## config.mk

```make
export PLATFORM = sky130hd
export DESIGN_NAME = can_mbox_status
export DESIGN_NICKNAME = d
export VERILOG_FILES = /design/src/rtl/can_mbox_status_pkg.sv /design/src/rtl/can_mbox_flag_bank.sv /design/src/rtl/can_mbox_irq_ctrl.sv /design/src/rtl/can_mbox_rd_mux.sv /design/src/rtl/can_mbox_status.sv
export SDC_FILE = /design/constraint.sdc
export NUM_CORES = 1
export LEC_CHECK = 0
export BUFFER_PORTS_ARGS = -buffer_cell sky130_fd_sc_hd__buf_2
export CORE_ASPECT_RATIO = 1.25
export CORE_UTILIZATION = 39
export CTS_CLUSTER_SIZE = 14
export DETAILED_ROUTE_END_ITERATION = 8
export PLACE_DENSITY = 0.54
export SYNTH_ARGS = -nofsm -noshare
export SYNTH_HDL_FRONTEND = slang
export SYNTH_HIERARCHICAL = 1
export SYNTH_SLANG_ARGS = --single-unit
```

## constraint.sdc

```tcl
create_clock -name clk -period 4.1 [get_ports clk]
set_clock_uncertainty 0.2 [all_clocks]
set_input_delay 0.615 -clock clk [delete_from_list [all_inputs] [get_ports clk]]
set_output_delay 0.615 -clock clk [all_outputs]
set_load 0.02 [all_outputs]
```

## src/rtl/can_mbox_status_pkg.sv

```systemverilog
package can_mbox_status_pkg;

  typedef enum logic [1:0] {
    FLAG_SW_SET = 2'd0,
    FLAG_HW_SET = 2'd1,
    FLAG_PLAIN  = 2'd2
  } flag_kind_e;

  localparam int unsigned CODE_W     = 4;
  localparam int unsigned NUM_BANKS  = 8;
  localparam int unsigned C_TXPEND   = 0;
  localparam int unsigned C_TXCAN    = 1;
  localparam int unsigned C_TXACK    = 2;
  localparam int unsigned C_ABACK    = 3;
  localparam int unsigned C_RXPEND   = 4;
  localparam int unsigned C_RMTPEND  = 5;
  localparam int unsigned C_UNREAD   = 6;
  localparam int unsigned C_MASK     = 7;
  localparam int unsigned C_IRQ      = 8;

  localparam int unsigned IRQ_W      = 16;
  localparam int unsigned IRQ_RXDATA = 1;
  localparam int unsigned IRQ_RMT    = 2;
  localparam int unsigned IRQ_EMPTY  = 8;
  localparam int unsigned IRQ_OVR    = 9;
  localparam logic [IRQ_W-1:0] IRQ_IMPL = 16'h0306;

  // Which write behaviour a flag bank has, by register code
  function automatic flag_kind_e kind_of(int unsigned code);
    if (code == C_TXPEND || code == C_TXCAN) return FLAG_SW_SET;
    if (code == C_MASK) return FLAG_PLAIN;
    return FLAG_HW_SET;
  endfunction

endpackage

```

## src/rtl/can_mbox_flag_bank.sv

```systemverilog
module can_mbox_flag_bank
  import can_mbox_status_pkg::*;
#(
  parameter int unsigned NUM_MB = 32,
  parameter int unsigned HALF_W = 16,
  parameter flag_kind_e  KIND   = FLAG_HW_SET,
  localparam int unsigned HALVES = NUM_MB / HALF_W,
  localparam int unsigned SEL_W  = (HALVES > 1) ? $clog2(HALVES) : 1
) (
  input  logic              clk,
  input  logic              rst,
  input  logic [NUM_MB-1:0] hw_set,
  input  logic [NUM_MB-1:0] hw_clr,
  input  logic              sw_wr,
  input  logic [SEL_W-1:0]  sw_sel,
  input  logic [HALF_W-1:0] sw_data,
  output logic [NUM_MB-1:0] flags
);

  logic [NUM_MB-1:0] lane_en;
  logic [NUM_MB-1:0] sw_bits;
  logic [NUM_MB-1:0] sw_set;
  logic [NUM_MB-1:0] sw_clr;
  logic [NUM_MB-1:0] flags_nxt;

  for (genvar h = 0; h < HALVES; h++) begin : g_lane
    assign lane_en[h*HALF_W +: HALF_W] = {HALF_W{sw_wr && (sw_sel == SEL_W'(h))}};
  end
  assign sw_bits = lane_en & {HALVES{sw_data}};

  if (KIND == FLAG_SW_SET) begin : g_sw_set
    assign sw_set = sw_bits;
    assign sw_clr = '0;
  end else if (KIND == FLAG_PLAIN) begin : g_plain
    assign sw_set = sw_bits;
    assign sw_clr = lane_en;
  end else begin : g_hw_set
    assign sw_set = '0;
    assign sw_clr = sw_bits;
  end

  // Sets are applied after clears: a set always wins
  assign flags_nxt = (flags & ~hw_clr & ~sw_clr) | hw_set | sw_set;

  always_ff @(posedge clk) begin
    if (rst) flags <= '0;
    else     flags <= flags_nxt;
  end

  a_r11_reset_clear: assert property (@(posedge clk) rst |=> (flags == '0));

  a_r8_hw_set_kept: assert property (@(posedge clk) disable iff (rst)
    (hw_set != '0) |=> ((flags & $past(hw_set)) == $past(hw_set)));

  a_r8_sw_set_kept: assert property (@(posedge clk) disable iff (rst)
    (sw_set != '0) |=> ((flags & $past(sw_set)) == $past(sw_set)));

  a_r2_no_spurious_drop: assert property (@(posedge clk) disable iff (rst)
    1'b1 |=> ((($past(flags) & ~$past(hw_clr) & ~$past(sw_clr)) & ~flags) == '0));

endmodule

```

## src/rtl/can_mbox_irq_ctrl.sv

```systemverilog
module can_mbox_irq_ctrl
  import can_mbox_status_pkg::*;
#(
  parameter int unsigned NUM_MB = 32,
  localparam int unsigned IDX_W = $clog2(NUM_MB)
) (
  input  logic              clk,
  input  logic              rst,
  input  logic [NUM_MB-1:0] mask,
  input  logic              rxdata_ev,
  input  logic [IDX_W-1:0]  rxdata_mb,
  input  logic              remote_ev,
  input  logic [IDX_W-1:0]  remote_mb,
  input  logic              overrun_ev,
  input  logic [IDX_W-1:0]  overrun_mb,
  input  logic              txdone_ev,
  input  logic [IDX_W-1:0]  txdone_mb,
  input  logic              txabort_ev,
  input  logic [IDX_W-1:0]  txabort_mb,
  input  logic              clr_wr,
  input  logic [IRQ_W-1:0]  clr_data,
  output logic [IRQ_W-1:0]  flags,
  output logic              irq_o
);

  // Named request events, gated by the mask held before the edge
  logic rxdata_req, remote_req, overrun_req, empty_req;
  logic [IRQ_W-1:0] set_vec, clr_vec, flags_nxt;

  assign rxdata_req  = rxdata_ev  && !mask[rxdata_mb];
  assign remote_req  = remote_ev  && !mask[remote_mb];
  assign overrun_req = overrun_ev && !mask[overrun_mb];
  assign empty_req   = (txdone_ev && !mask[txdone_mb]) ||
                       (txabort_ev && !mask[txabort_mb]);

  always_comb begin
    set_vec = '0;
    set_vec[IRQ_RXDATA] = rxdata_req;
    set_vec[IRQ_RMT]    = remote_req;
    set_vec[IRQ_EMPTY]  = empty_req;
    set_vec[IRQ_OVR]    = overrun_req;
  end

  assign clr_vec   = clr_wr ? (clr_data & IRQ_IMPL) : '0;
  assign flags_nxt = ((flags & ~clr_vec) | set_vec) & IRQ_IMPL;

  always_ff @(posedge clk) begin
    if (rst) flags <= '0;
    else     flags <= flags_nxt;
  end

  assign irq_o = |flags;

  a_r4_masked_rxdata: assert property (@(posedge clk) disable iff (rst)
    (rxdata_ev && mask[rxdata_mb]) |=> !$rose(flags[IRQ_RXDATA]));

  a_r4_masked_remote: assert property (@(posedge clk) disable iff (rst)
    (remote_ev && mask[remote_mb]) |=> !$rose(flags[IRQ_RMT]));

  a_r4_masked_overrun: assert property (@(posedge clk) disable iff (rst)
    (overrun_ev && mask[overrun_mb]) |=> !$rose(flags[IRQ_OVR]));

  a_r5_empty_raised: assert property (@(posedge clk) disable iff (rst)
    (txdone_ev && !mask[txdone_mb]) |=> flags[IRQ_EMPTY]);

  a_r9_sticky: assert property (@(posedge clk) disable iff (rst)
    1'b1 |=> ((($past(flags) & ~$past(clr_vec)) & ~flags) == '0));

endmodule

```

## src/rtl/can_mbox_rd_mux.sv

```systemverilog
module can_mbox_rd_mux
  import can_mbox_status_pkg::*;
#(
  parameter int unsigned NUM_MB = 32,
  parameter int unsigned HALF_W = 16,
  localparam int unsigned HALVES = NUM_MB / HALF_W,
  localparam int unsigned SEL_W  = (HALVES > 1) ? $clog2(HALVES) : 1,
  localparam int unsigned ADDR_W = CODE_W + SEL_W
) (
  input  logic [NUM_BANKS-1:0][NUM_MB-1:0] bank_flags,
  input  logic [IRQ_W-1:0]                 irq_flags,
  input  logic [ADDR_W-1:0]                rd_addr,
  output logic [HALF_W-1:0]                rd_data
);

  logic [CODE_W-1:0] code;
  logic [SEL_W-1:0]  sel;

  assign code = rd_addr[ADDR_W-1 -: CODE_W];
  assign sel  = rd_addr[SEL_W-1:0];

  always_comb begin
    rd_data = '0;
    if (int'(sel) < HALVES) begin
      if (int'(code) < NUM_BANKS)
        rd_data = bank_flags[code][int'(sel)*HALF_W +: HALF_W];
      else if (int'(code) == C_IRQ && sel == '0)
        rd_data = HALF_W'(irq_flags);
    end
  end

endmodule

```

## src/rtl/can_mbox_status.sv

```systemverilog
module can_mbox_status
  import can_mbox_status_pkg::*;
#(
  parameter int unsigned NUM_MB = 32,
  parameter int unsigned HALF_W = 16,
  localparam int unsigned IDX_W  = $clog2(NUM_MB),
  localparam int unsigned HALVES = NUM_MB / HALF_W,
  localparam int unsigned SEL_W  = (HALVES > 1) ? $clog2(HALVES) : 1,
  localparam int unsigned ADDR_W = CODE_W + SEL_W
) (
  input  logic              clk,
  input  logic              rst,
  input  logic              ev_rxdata,
  input  logic [IDX_W-1:0]  ev_rxdata_mb,
  input  logic              ev_remote,
  input  logic [IDX_W-1:0]  ev_remote_mb,
  input  logic              ev_overrun,
  input  logic [IDX_W-1:0]  ev_overrun_mb,
  input  logic              ev_txdone,
  input  logic [IDX_W-1:0]  ev_txdone_mb,
  input  logic              ev_txabort,
  input  logic [IDX_W-1:0]  ev_txabort_mb,
  input  logic              wr_en,
  input  logic [ADDR_W-1:0] wr_addr,
  input  logic [HALF_W-1:0] wr_data,
  input  logic [ADDR_W-1:0] rd_addr,
  output logic [HALF_W-1:0] rd_data,
  output logic [IRQ_W-1:0]  irq_flags,
  output logic              irq_o
);

  function automatic logic [NUM_MB-1:0] mb_onehot(logic en, logic [IDX_W-1:0] idx);
    logic [NUM_MB-1:0] v;
    v = '0;
    if (en) v[idx] = 1'b1;
    return v;
  endfunction

  logic [CODE_W-1:0] wr_code;
  logic [SEL_W-1:0]  wr_sel;
  assign wr_code = wr_addr[ADDR_W-1 -: CODE_W];
  assign wr_sel  = wr_addr[SEL_W-1:0];

  // Named per-mailbox event vectors
  logic [NUM_MB-1:0] rxdata_vec, remote_vec, overrun_vec, txdone_vec, txabort_vec, tx_end_vec;
  assign rxdata_vec  = mb_onehot(ev_rxdata,  ev_rxdata_mb);
  assign remote_vec  = mb_onehot(ev_remote,  ev_remote_mb);
  assign overrun_vec = mb_onehot(ev_overrun, ev_overrun_mb);
  assign txdone_vec  = mb_onehot(ev_txdone,  ev_txdone_mb);
  assign txabort_vec = mb_onehot(ev_txabort, ev_txabort_mb);
  assign tx_end_vec  = txdone_vec | txabort_vec;

  logic [NUM_BANKS-1:0][NUM_MB-1:0] hw_set_a, hw_clr_a, flags_a;

  always_comb begin
    hw_set_a = '0;
    hw_clr_a = '0;
    hw_clr_a[C_TXPEND]  = tx_end_vec;
    hw_clr_a[C_TXCAN]   = tx_end_vec;
    hw_set_a[C_TXACK]   = txdone_vec;
    hw_set_a[C_ABACK]   = txabort_vec;
    hw_set_a[C_RXPEND]  = rxdata_vec;
    hw_set_a[C_RMTPEND] = remote_vec;
    hw_set_a[C_UNREAD]  = overrun_vec;
  end

  for (genvar b = 0; b < NUM_BANKS; b++) begin : g_bank
    can_mbox_flag_bank #(
      .NUM_MB (NUM_MB),
      .HALF_W (HALF_W),
      .KIND   (kind_of(b))
    ) u_bank (
      .clk     (clk),
      .rst     (rst),
      .hw_set  (hw_set_a[b]),
      .hw_clr  (hw_clr_a[b]),
      .sw_wr   (wr_en && (wr_code == CODE_W'(b))),
      .sw_sel  (wr_sel),
      .sw_data (wr_data),
      .flags   (flags_a[b])
    );
  end

  logic irq_clr_wr;
  assign irq_clr_wr = wr_en && (wr_code == CODE_W'(C_IRQ)) && (wr_sel == '0);

  can_mbox_irq_ctrl #(.NUM_MB(NUM_MB)) u_irq (
    .clk        (clk),
    .rst        (rst),
    .mask       (flags_a[C_MASK]),
    .rxdata_ev  (ev_rxdata),
    .rxdata_mb  (ev_rxdata_mb),
    .remote_ev  (ev_remote),
    .remote_mb  (ev_remote_mb),
    .overrun_ev (ev_overrun),
    .overrun_mb (ev_overrun_mb),
    .txdone_ev  (ev_txdone),
    .txdone_mb  (ev_txdone_mb),
    .txabort_ev (ev_txabort),
    .txabort_mb (ev_txabort_mb),
    .clr_wr     (irq_clr_wr),
    .clr_data   (IRQ_W'(wr_data)),
    .flags      (irq_flags),
    .irq_o      (irq_o)
  );

  can_mbox_rd_mux #(.NUM_MB(NUM_MB), .HALF_W(HALF_W)) u_rd (
    .bank_flags (flags_a),
    .irq_flags  (irq_flags),
    .rd_addr    (rd_addr),
    .rd_data    (rd_data)
  );

  // status follows a transmit end even for a masked mailbox
  a_r5_done_status: assert property (@(posedge clk) disable iff (rst)
    (ev_txdone && !wr_en) |=> (flags_a[C_TXACK][$past(ev_txdone_mb)] &&
                               !flags_a[C_TXPEND][$past(ev_txdone_mb)] &&
                               !flags_a[C_TXCAN][$past(ev_txdone_mb)]));

  a_r6_abort_status: assert property (@(posedge clk) disable iff (rst)
    (ev_txabort && !wr_en) |=> (flags_a[C_ABACK][$past(ev_txabort_mb)] &&
                                !flags_a[C_TXPEND][$past(ev_txabort_mb)] &&
                                !flags_a[C_TXCAN][$past(ev_txabort_mb)]));

  a_r2_remote_sets: assert property (@(posedge clk) disable iff (rst)
    ev_remote |=> flags_a[C_RMTPEND][$past(ev_remote_mb)]);

  a_r3_rxdata_sets: assert property (@(posedge clk) disable iff (rst)
    ev_rxdata |=> flags_a[C_RXPEND][$past(ev_rxdata_mb)]);

  a_r3_overrun_sets: assert property (@(posedge clk) disable iff (rst)
    ev_overrun |=> flags_a[C_UNREAD][$past(ev_overrun_mb)]);

  a_r12_mask_holds: assert property (@(posedge clk) disable iff (rst)
    !(wr_en && wr_code == CODE_W'(C_MASK)) |=> $stable(flags_a[C_MASK]));

endmodule

```

=== After elaboration in Yosys (flattened, before gate mapping) ===
Index checks and enable logic that the tools add are counted.

* Flip-flop bits (word level): 260
* Output and inout bits: 33
* Logic and storage cells: 143

* Magnitude comparators: 12
* Equality and inequality tests: 9
* Shifts and indexed selects: 1
* Muxes and demuxes: 30
* Bitwise logic cells: 37
* Reductions and logical operators: 45

{| class="wikitable"
|+ Operators with widths
! operator !! count
|-
| 32-bit bitwise AND || 16
|-
| 32-bit bitwise OR || 9
|-
| 32-bit NOT || 7
|-
| 32-bit two-way mux || 6
|-
| 32-bit binary-select mux with 3-bit select || 1
|-
| 1-bit logical AND || 37
|-
| 32-bit by 6-bit indexed part select with 16-bit output || 1
|-
| 5-bit by 6-bit less-than comparator with 1-bit output, second input constant || 5
|-
| 1-bit binary-select mux with 5-bit select || 5
|-
| 1-bit demux with 5-bit select || 5
|-
| 5-bit by 1-bit greater-or-equal comparator with 1-bit output, second input constant || 5
|-
| 10-bit two-way mux || 2
|-
| 4-bit by 3-bit equality test with 1-bit output, second input constant || 4
|-
| 16-bit two-way mux || 1
|-
| 16-bit OR reduction || 1
|-
| 10-bit bitwise AND || 1
|-
| 1-bit two-way mux || 10
|-
| 10-bit NOT || 1
|-
| 10-bit bitwise OR || 1
|-
| 4-bit by 2-bit equality test with 1-bit output, second input constant || 2
|-
| 4-bit equality test, second input constant || 2
|-
| 4-bit less-than comparator, second input constant || 2
|-
| 1-bit zero test || 5
|-
| 4-bit by 1-bit equality test with 1-bit output, second input constant || 1
|-
| 3 further kinds || 4
|}

=== Logic depth before layout (Yosys ltp) ===
Gate-level depths: netlist of run 1.

* Depth after elaboration: 9
* Depth in mapped cells: 7

=== Hierarchy ===
Netlist of run 1, hierarchy kept.

{| class="wikitable"
|+ By module, submodules not included
! module !! instances !! cells each !! area each (µm²) !! sequential area each (µm²)
|-
| can_mbox_flag_bank at g_bank[2].u_bank ... || 5 || 169 || 1,814.2 || 640.6
|-
| can_mbox_flag_bank at g_bank[0].u_bank ... || 2 || 169 || 1,430.1 || 640.6
|-
| can_mbox_rd_mux || 1 || 214 || 2,272.2 || 0.0
|-
| can_mbox_flag_bank at g_bank[7].u_bank || 1 || 174 || 1,715.4 || 640.6
|-
| can_mbox_irq_ctrl || 1 || 114 || 1,556.5 || 80.1
|-
| can_mbox_status || 1 || 295 || 1,471.4 || 0.0
|}

=== Worst setup path before layout of run 1 ===
OpenSTA, ideal clock, no wires.

* Path type: input port to output port
* Start: input rd_addr[1]
* End: output rd_data[10]
* Arrival time: 1.908 ns
* Data required time: 3.285 ns
* Setup slack: 1.377 ns
* Cell stages on the path: 6
* Cells stage by stage: buf_6 > buf_6 > mux4_2 > mux2i_1 > nor2_1 > a221o_1

* Cells in the longest elaborated chain, start to end: 4
* Elaborated cells on any way between the ends: 5

{| class="wikitable"
|+ RTL lines
! item !! RTL line !! RTL
|-
| start: declaration || can_mbox_status.sv:26 || <nowiki>input logic [ADDR_W-1:0] rd_addr,</nowiki>
|-
| 32-bit binary-select mux with 3-bit select || can_mbox_rd_mux.sv:26 || <nowiki>rd_data = bank_flags[code][int'(sel)*HALF_W +: HALF_W];</nowiki>
|-
| 32-bit two-way mux (not written as such) || can_mbox_rd_mux.sv:26 ||
|-
| 32-bit by 6-bit indexed part select with 16-bit output || can_mbox_rd_mux.sv:26 ||
|-
| 16-bit two-way mux (*) || can_mbox_rd_mux.sv:25 || <nowiki>if (int'(code) < NUM_BANKS)</nowiki>
|-
| end: declaration || can_mbox_status.sv:27 || <nowiki>output logic [HALF_W-1:0] rd_data,</nowiki>
|}

Every way passes the cells marked *; elsewhere a longest branch is shown, timed or not. The select of a mux whose other input is x is not followed.

=== Final worst setup path of run 1 ===
* Start: input rd_addr[2]
* End: output rd_data[9]

* Cells in the longest elaborated chain, start to end: 4
* Elaborated cells on any way between the ends: 8

{| class="wikitable"
|+ RTL lines
! item !! RTL line
|-
| 32-bit binary-select mux with 3-bit select or 4-bit equality test (tied branches) || can_mbox_rd_mux.sv:26, can_mbox_rd_mux.sv:27
|-
| 32-bit two-way mux (not written as such) or 1-bit logical AND (tied branches) || can_mbox_rd_mux.sv:26, can_mbox_rd_mux.sv:27
|-
| 32-bit by 6-bit indexed part select with 16-bit output or 10-bit two-way mux (tied branches) || can_mbox_rd_mux.sv:26, can_mbox_rd_mux.sv:27
|-
| 16-bit two-way mux (*) || can_mbox_rd_mux.sv:25
|}

Marked as above.

==> results of run 1 <==
placed cells by master (no fill, tap or decap), types with 4 or more instances in the layout:
master     instances
mux2i_1           88
or3b_1             8
nor2_2             4
or3b_2            13
nand3_1           42
nor4bb_2          65
and4b_1           80
diode_2            7
nor4b_1           16
dfxtp_1          260
mux4_2            71
a211oi_1          10
clkbuf_1           5
nor2_1           179
clkinv_2           6
a221oi_1          15
a31oi_1           66
buf_2             76
clkbuf_8          10
nor4bb_1          12
a22o_1            16
buf_12             4
nand3b_1          63
nand2b_1         259
a311oi_2          10
mux4_1             6
a311oi_1          22
a211oi_2         150
conb_1           332
inv_1            256
buf_4             29
o22ai_1           30
nand2_1           12
and4bb_1          19
clkbuf_16         31
a221o_1           16
or3_1              5
cells by family after synthesis:
family,share of synthesized area (%)
AO/OA/AOI/OAI,18.05
buffers and inverters,10.17
flip-flops,27.47
multiplexers,14.10
other,0.03964
AND/OR/NAND/NOR,30.17
stage by stage:
stage,util [%],power [uW]
finish,45.83,6617
global route,45.79,6828
CTS,45.79,6618
detailed placement,43.67,3822
global placement,43.67,3811
floorplan,-,3428
critical path, delay by kind of cell:
kind                   cells  cell delay [ns]
AOI/OAI and AO/OA          1             0.38
buffers and inverters      2             0.47
and+or+nand+nor            2             1.10
flip-flops by register name, summed over array words and instances (netlist names):
| register | flops |
|---|---|
| u_irq/flags | 4 |
| g_bank.u_bank/flags | 256 |
power breakdown:
group	leakage [uW]	switching [uW]	internal, uW
registers	0.00213	162	2610
logic	0.00496	628	399
clock network	0.000500	1210	1610
total	0.00759	2000	4620
area by class of cell:
class | instances | area (um2) | share of cell area (%)
Antenna cell | 7 | 17.52 | 0.08039
Clock buffer | 45 | 918.4 | 4.215
Clock inverter | 11 | 92.59 | 0.4249
Inverter | 256 | 960.9 | 4.410
Multi-Input combinational cell | 1639 | 13080 | 60.03
Sequential cell | 260 | 5205 | 23.89
Tap cell | 637 | 797.0 | 3.658
Timing Repair Buffer | 112 | 718.2 | 3.296
routing by layer:
metal | GRT usage (%) | share of wire [%] | vias up
met3 | 3.879 | 6.6 | 177
met4 | 17.38 | 6.3 | 4
met1 | 37.54 | 40 | 8140
li1 | - | - | 7557
met2 | 49.26 | 47 | 677
met5 | 0 | 0.027 | -
path summary, 6_finish.rpt:
check                                             start                               endpoint  cells after the start  slack, ns
hold reg to reg   g_bank[2].u_bank/flags[17]$_SDFF_PP0_  g_bank[2].u_bank/flags[17]$_SDFF_PP0_                      2       0.29
setup / recovery                             rd_addr[2]                             rd_data[9]                      5       0.71
setup reg to reg  g_bank[7].u_bank/flags[12]$_SDFF_PP0_              u_irq/flags[8]$_SDFF_PP0_                      5       1.84
hold / removal                                ev_remote              u_irq/flags[2]$_SDFF_PP0_                      3       0.14
==> flow_summary.ini, run 1 <==
[layout]
nets = 2359
drive_gt1_share_pct = 21.01
final_cells = 2967
area_growth_syn_to_layout_pct = 15.01
final_cell_area_mm2 = 0.02179
nFillCells = 4655

[logic_synthesis]
ys_seq_area_share_pct = 27.47
synth_top_area_cell = dfxtp_1
postSynth.asyncResetShare_pct = 0
syn_area_per_cell_um2 = 9.569
synth_edf_count = 0
synth_most_common_cell = dfxtp_1
ys_types = 52
netlist_instances = 1980
ys_seq_elements = 260
yosys_warnings = 6
ys.flop_type = dfxtp_1
synth_area_leaders = dfxtp_1, a211oi_2, nand2b_1
synth_common_cells = dfxtp_1, nand2b_1, inv_1
synth_top_area_share_pct = 27.47
synth_area_mm2 = 0.01895

[pwr]
vdd_ir_drop_max_uv = 345.4
power-per-cell-area_mw_per_mm2 = 303.7
p_leak_uw = 0.007588

[placed_design]
dp.cells = 2904
pre_cts_ws_ns = 0.7447
gp_congestion = 0.9491
placed_cell_area_mm2 = 0.02076
io_buffers = 79
place_hpwl_um = 52400

[drt]
drc_errors = 0
drt_iter0_markers = 1470
drt-wirelength-per-cell_um = 25.24
wl_um = 74900
drtAntennaViolNets = 0
num_vias = 16560
drt-pass1-iter-count = 7
viasPerCell = 5.580

[sta]
hold_ws_ns = 0.1399
setup_viol = 0
rsz0062_at_grt = no
max_slew_margin_pct = 26.58
period_share_pct = 82.73
tightest_slew_ns = 1.098
slew_violations = 0
setup_ws_ns = 0.7079
tns_ns = 0
fin_crit_ns = 3.392
max_freq_mhz = 294.8
hold_violations = 0

[global_routing]
grt_pass1_wl_um = 108300
grt_max_degree = 117
antenna_found_initial = 11
grt_usage_pct = 30.06
grt_pass1_vias = 15870
grt_overflow_total = 0

[cts]
clk_pin_slew_ns = 0.06
cts_max_level = 1
cts_buffers = 31
cts_buffer_depth = 3
cts-root-buf = clkbuf_16
post-cts-setup-buffer-count = 0
cts_resized = 0
hold_buffers = 0
cts_tree = done
cts_sinks = 260
clkLatencyLatePin_ns = 0.58

[worst_setup_path]
crit_path_top_delay_cell = and3_1
end_kind = primary output
cp-start-kind = input port
path_class = in -> out
crit_top_cell = buf_2
slowest_delay_ns = 0.61
worstPathCellList = buf_2 -> nor2_4 -> and3_1 -> a221o_1 -> buf_2
worstPathMaxFanout = 21
worstPathArrival_ns = 2.58
cp.required_ns = 3.28

[floorplanning]
core_mm2 = 0.04755
start_util_pct = 39.85
die_h_um = 248.4
die_x_um = 199.1
die_area_mm2 = 0.04947
placementRows = 89
io_pins = 92

[run_status]
outcome = finished clean

[job]
maxCapViolCount = 0

[worst_hold_path]
hold_path_class = in -> reg
(Power assumes the default switching activity.)
==> run 2: changes to the inputs <==
--- a/config.mk
+++ b/config.mk
@@ -10,7 +10,7 @@
 export CORE_UTILIZATION = 39
 export CTS_CLUSTER_SIZE = 14
 export DETAILED_ROUTE_END_ITERATION = 8
-export PLACE_DENSITY = 0.54
+export PLACE_DENSITY = 0.56
 export SYNTH_ARGS = -nofsm -noshare
 export SYNTH_HDL_FRONTEND = slang
 export SYNTH_HIERARCHICAL = 1
==> constraint.sdc (replaced) <==
create_clock -name clk -period 3 [get_ports clk]
set_clock_uncertainty 0.2 [all_clocks]
set_input_delay 0.45 -clock clk [delete_from_list [all_inputs] [get_ports clk]]
set_output_delay 0.45 -clock clk [all_outputs]
set_load 0.02 [all_outputs]
==> run 2 against run 1 <==
  * Via count down 0.26%
  * First-iteration DRC count up 1.9%
  * Highest routed layer unchanged
  * Critical path type is now reg -> out
  * Setup slack lost 0.69 ns
  * Non-clock buffer count rose by 34
  * Hold slack worse by 0.11 ns
  * Clock-buffer cell count shrank 4
  * Die area is the same
  * Sequential share of layout area fell by 0.46 points
==> flow_summary.ini, run 2 (synthesis gave the netlist of run 1 again) <==
[cts]
cts_buffer_depth = 3
cts_max_level = 1
cts_buffers = 31
cts_sinks = 260
cts-root-buf = clkbuf_16
clkLatencyLatePin_ns = 0.58
clk_pin_slew_ns = 0.06
cts_tree = done

[global_routing]
antenna_found_initial = 9
grt_max_degree = 68
grt_overflow_total = 0
grt_pass1_vias = 16170
grt_pass1_wl_um = 103600
grt_usage_pct = 28.22

[sta]
slew_violations = 0
max_slew_margin_pct = 46.90
rsz0062_at_grt = no
hold_violations = 0
max_freq_mhz = 335.1
tightest_slew_ns = 0.7965
setup_viol = 0
fin_crit_ns = 2.984
tns_ns = 0
period_share_pct = 99.48

[job]
maxCapViolCount = 0

[worst_setup_path]
end_kind = primary output
worstPathMaxFanout = 7
cp.required_ns = 2.35
crit_path_top_delay_cell = mux4_2
worstPathArrival_ns = 2.33
critical_path.top_delay_family = multiplexers
cp-start-kind = flop
slowest_delay_ns = 0.50
critPathBufInv = 1
worstPathCellList = mux4_2 -> mux2i_1 -> nor2_1 -> a221o_1 -> buf_2
path_class = reg -> out

[drt]
drc_errors = 0
drt-wirelength-per-cell_um = 23.48
drt-pass1-iter-count = 5
num_vias = 16510
viasPerCell = 5.511
wl_um = 70360
drt_iter0_markers = 1498
drtAntennaViolNets = 0

[floorplanning]
io_pins = 92
die_x_um = 199.1
start_util_pct = 39.85
die_h_um = 248.4
core_mm2 = 0.04755
placementRows = 89
die_area_mm2 = 0.04947

[pwr]
vdd_ir_drop_max_uv = 381.3
power_uw = 9346
power-per-cell-area_mw_per_mm2 = 420.4
p_leak_uw = 0.007810

[layout]
biggestRegsByFlops = g_bank.u_bank/flags: 256 flops, u_irq/flags: 4 flops
top_register = g_bank.u_bank/flags
area_growth_syn_to_layout_pct = 17.33
final_cell_mix = conb_1, nand2b_1, dfxtp_1
layout_commonest_cell = conb_1
final_cell_area_mm2 = 0.02223
final_cells = 2996
largest_reg_flops = 256
fin_util_pct = 46.75
drive_gt1_share_pct = 22.39
nets = 2393

[placed_design]
io_buffers = 79
gp_congestion = 0.9419
dp.cells = 2937
placed_cell_area_mm2 = 0.02111
place_hpwl_um = 48470

[worst_hold_path]
hold_path_class = in -> reg

[run_status]
outcome = finished clean
run 2: path summary, 6_finish.rpt:
| check | to | slack (ns) | startpoint | depth (start not counted) |
|---|---|---|---|---|
| setup / recovery | rd_data[0] | 0.02 | g_bank[7].u_bank/flags[0]$_SDFF_PP0_ | 5 |
| hold / removal | u_irq/flags[2]$_SDFF_PP0_ | 0.03 | ev_remote | 3 |
| setup reg to reg | u_irq/flags[8]$_SDFF_PP0_ | 0.74 | g_bank[7].u_bank/flags[13]$_SDFF_PP0_ | 5 |
| hold reg to reg | g_bank[2].u_bank/flags[19]$_SDFF_PP0_ | 0.29 | g_bank[2].u_bank/flags[19]$_SDFF_PP0_ | 2 |
run 2: where the power goes:
part           leakage (uW)  total, uW  switching (uW)  internal (uW)
clock              0.000536       4120            1660           2460
sequential          0.00213       3740             169           3570
combinational       0.00514       1480             897            583
total               0.00781       9350            2730           6620
run 2: cell type report:
cell class              count  area, um2
inverters                 256      960.9
clock buffers              41      873.3
clock inverters            16      214.0
multi-input cells        1639      13100
flip-flops and latches    260       5209
diodes                      1      2.502
repair buffers            146       1076
well taps                 637      797.0
fillers                  4655      25320
run 2: repair_timing:
action / in CTS / in global routing
resized for setup: 3 / 3
hold buffers: 1 / 0
pin swaps: 0 / 0
endpoints found under the hold margin: 1 / 0
setup endpoints to repair: 2 / 3
setup buffers: 0 / 0
run 2: per-layer routing:
metal	share of wire, %	wire length, um	vias to the layer above	track usage (%)
met2	46	32600	741	45.57
li1	-	-	7619	-
met4	3.7	2635	8	11.23
met1	42	29400	7999	36.84
met3	8.0	5659	145	5.140
met5	0.084	59	-	0
run 2: through the flow:
step | hold slack, ns | setup slack, ns
finish | 0.02826 | 0.01553
global route | 0.06769 | 0.008273
CTS | 0.005959 | 0.009833
detailed placement | 0.2822 | 0.1457
global placement | 0.2731 | 0.1699
floorplan | 0.2555 | 0.6069
run 2: tightest hold or removal path, stage by stage:
cell	delay, ns
buf_2	0.16
nand3b_1	0.09
o21ai_0	0.07
==> run 3: changes to the inputs <==
--- a/config.mk
+++ b/config.mk
@@ -6,11 +6,13 @@
 export NUM_CORES = 1
 export LEC_CHECK = 0
 export BUFFER_PORTS_ARGS = -buffer_cell sky130_fd_sc_hd__buf_2
+export CELL_PAD_IN_SITES_DETAIL_PLACEMENT = 1
+export CELL_PAD_IN_SITES_GLOBAL_PLACEMENT = 1
 export CORE_ASPECT_RATIO = 1.25
 export CORE_UTILIZATION = 39
 export CTS_CLUSTER_SIZE = 14
 export DETAILED_ROUTE_END_ITERATION = 8
-export PLACE_DENSITY = 0.56
+export PLACE_DENSITY = 0.68
 export SYNTH_ARGS = -nofsm -noshare
 export SYNTH_HDL_FRONTEND = slang
 export SYNTH_HIERARCHICAL = 1
==> run 3 against run 2 <==
  * Setup slack better by 0.080 ns
  * Non-clock buffer count down 4
  * First-iteration DRC count down 8.1%
  * Register-to-register slack worse by 0.05 ns
  * Global-route usage up 4.3 points
  * Combinational power about the same
  * Sequential power up 1%
  * Fmax up 2.7%
  * Via count up 3.7%
  * Largest cell class unchanged
==> flow_summary.ini, run 3 (synthesis gave the netlist of run 1 again) <==
[sta]
hold_ws_ns = 0.05739
hold_violations = 0
tns_ns = 0
tightest_slew_ns = 1.002
fin_crit_ns = 2.905
rsz0062_at_grt = no
slew_violations = 0
max_slew_margin_pct = 33.23
period_share_pct = 96.82
max_freq_mhz = 344.3
setup_viol = 0

[drt]
drt-pass1-iter-count = 5
drt_iter0_markers = 1376
viasPerCell = 5.724
met3_length_um = 4842
num_vias = 17130
drc_errors = 0
highest_layer = met5
drt-wirelength-per-cell_um = 26.74
drtAntennaViolNets = 0
wl_met2_um = 37670
routedLengthMet1_um = 30770
wl_um = 80000

[layout]
top_register = g_bank.u_bank/flags
drive_gt1_share_pct = 21.80
layout_commonest_cell = conb_1
nets = 2392
final_cell_area_mm2 = 0.02216
nFillCells = 5658
largest_reg_flops = 256
biggestRegsByFlops = g_bank.u_bank/flags: 256 flops, u_irq/flags: 4 flops
final_cell_mix = conb_1, nand2b_1, dfxtp_1
area_growth_syn_to_layout_pct = 16.95

[worst_hold_path]
holdPathStages = 3
min_to = u_irq/flags[9]$_SDFF_PP0_
min-delay-start = ev_overrun
hold_path_class = in -> reg

[run_status]
outcome = finished clean

[worst_setup_path]
end_kind = primary output
slowest_delay_ns = 0.50
path_class = reg -> out
cp.required_ns = 2.35
worstPathMaxFanout = 7
cp-start-kind = flop
rr_endpoint = u_irq/flags[8]$_SDFF_PP0_
ff2ff_setup_slack_ns = 0.69
worstRegToRegCells = 5
crit_path_top_delay_cell = mux4_2
worstPathCellList = mux4_2 -> mux2i_1 -> nor2_1 -> a221o_1 -> buf_2
r2r-start = g_bank[7].u_bank/flags[26]$_SDFF_PP0_
worstPathArrival_ns = 2.25

[pwr]
p_leak_uw = 0.007781
power-per-cell-area_mw_per_mm2 = 421.2
vdd_ir_drop_max_uv = 296.9
power_uw = 9334

[floorplanning]
placementRows = 89
start_util_pct = 39.85
core_mm2 = 0.04755
die_area_mm2 = 0.04947
io_pins = 92
die_h_um = 248.4
die_x_um = 199.1

[global_routing]
grt_usage_pct = 32.53
grt_overflow_total = 0
grt_pass1_wl_um = 116900
grt_max_degree = 74
antenna_found_initial = 7
grt_pass1_vias = 17890

[cts]
clk_pin_slew_ns = 0.06
cts_buffers = 34
cts_max_level = 2
cts-root-buf = clkbuf_16
clkLatencyLatePin_ns = 0.55
cts_tree = done
cts_sinks = 260
cts_buffer_depth = 3

[placed_design]
place_hpwl_um = 57690
placed_cell_area_mm2 = 0.02108
gp_congestion = 0.9408
io_buffers = 79

[job]
maxCapViolCount = 0
[run 3: cell types whose count changed in the layout (fill, tap and decap cells not counted), sizes merged]
cell,previous run,this run
clkinv,9,1
diode,1,2
clkinvlp,2,0
clkbuf,42,52
bufinv,5,1
buf,144,139
dlygate4sd3,1,2
inv,256,259
[run 3: worst max path at each step]
stage,from,endpoint,cells past startpoint
after floorplan,rd_addr[1],rd_data[10],6
after global placement,rd_addr[1],rd_data[4],7
after detailed placement,rd_addr[1],rd_data[4],7
after CTS,g_bank[7].u_bank/flags[4]$_SDFF_PP0_,rd_data[4],5
after global routing,g_bank[7].u_bank/flags[13]$_SDFF_PP0_,rd_data[13],5
final,g_bank[7].u_bank/flags[4]$_SDFF_PP0_,rd_data[4],5
[run 3: timing repair]
item / 4_1_cts / 5_1_grt
endpoints found under the hold margin: 2 / 0
endpoints found under the setup margin: 0 / 1
hold buffers: 2 / 0
buffers inserted: 0 / 0
gates resized for setup: 0 / 1
[run 3: per-layer routing]
layer  global-route usage (%)  vias to the layer above
met1                    38.57                     8585
met4                    24.24                        4
met2                    52.73                      692
li1                         -                     7601
met3                    4.910                      243
met5                        0                        -
[run 3: worst max-delay path: cells and delay by family (launching register included)]
| kind | cells | cell delay, ns |
|---|---|---|
| AND/OR/NAND/NOR | 1 | 0.09 |
| AO/OA/AOI/OAI | 1 | 0.33 |
| buffers and inverters | 1 | 0.18 |
| multiplexers | 2 | 0.71 |
| flip-flops | 1 | 0.40 |
[run 3: cell type report]
cell class              instances  area (um2)  share of cell area (%)
well taps                     637       797.0                   3.597
repair buffers                142        1049                   4.732
clock inverters                 5       72.57                  0.3275
diodes                          2       5.005                 0.02259
flip-flops and latches        260        5206                   23.50
inverters                     256       960.9                   4.337
multi-input cells            1639       13080                   59.05
clock buffers                  51       984.7                   4.444
[run 3: where the power goes]
part | switching [uW] | internal (uW)
registers | 211 | 3570
clock network | 1700 | 2350
logic | 910 | 585
[run 3: per-stage QoR]
step	setup WS, ns	cells	utilization (%)
floorplan	0.6069	2310	-
global placement	0.2491	2932	44.32
detailed placement	0.2515	2932	44.32
CTS	0.03907	2990	46.59
global route	0.05018	2991	46.60
finish	0.09536	2992	46.60
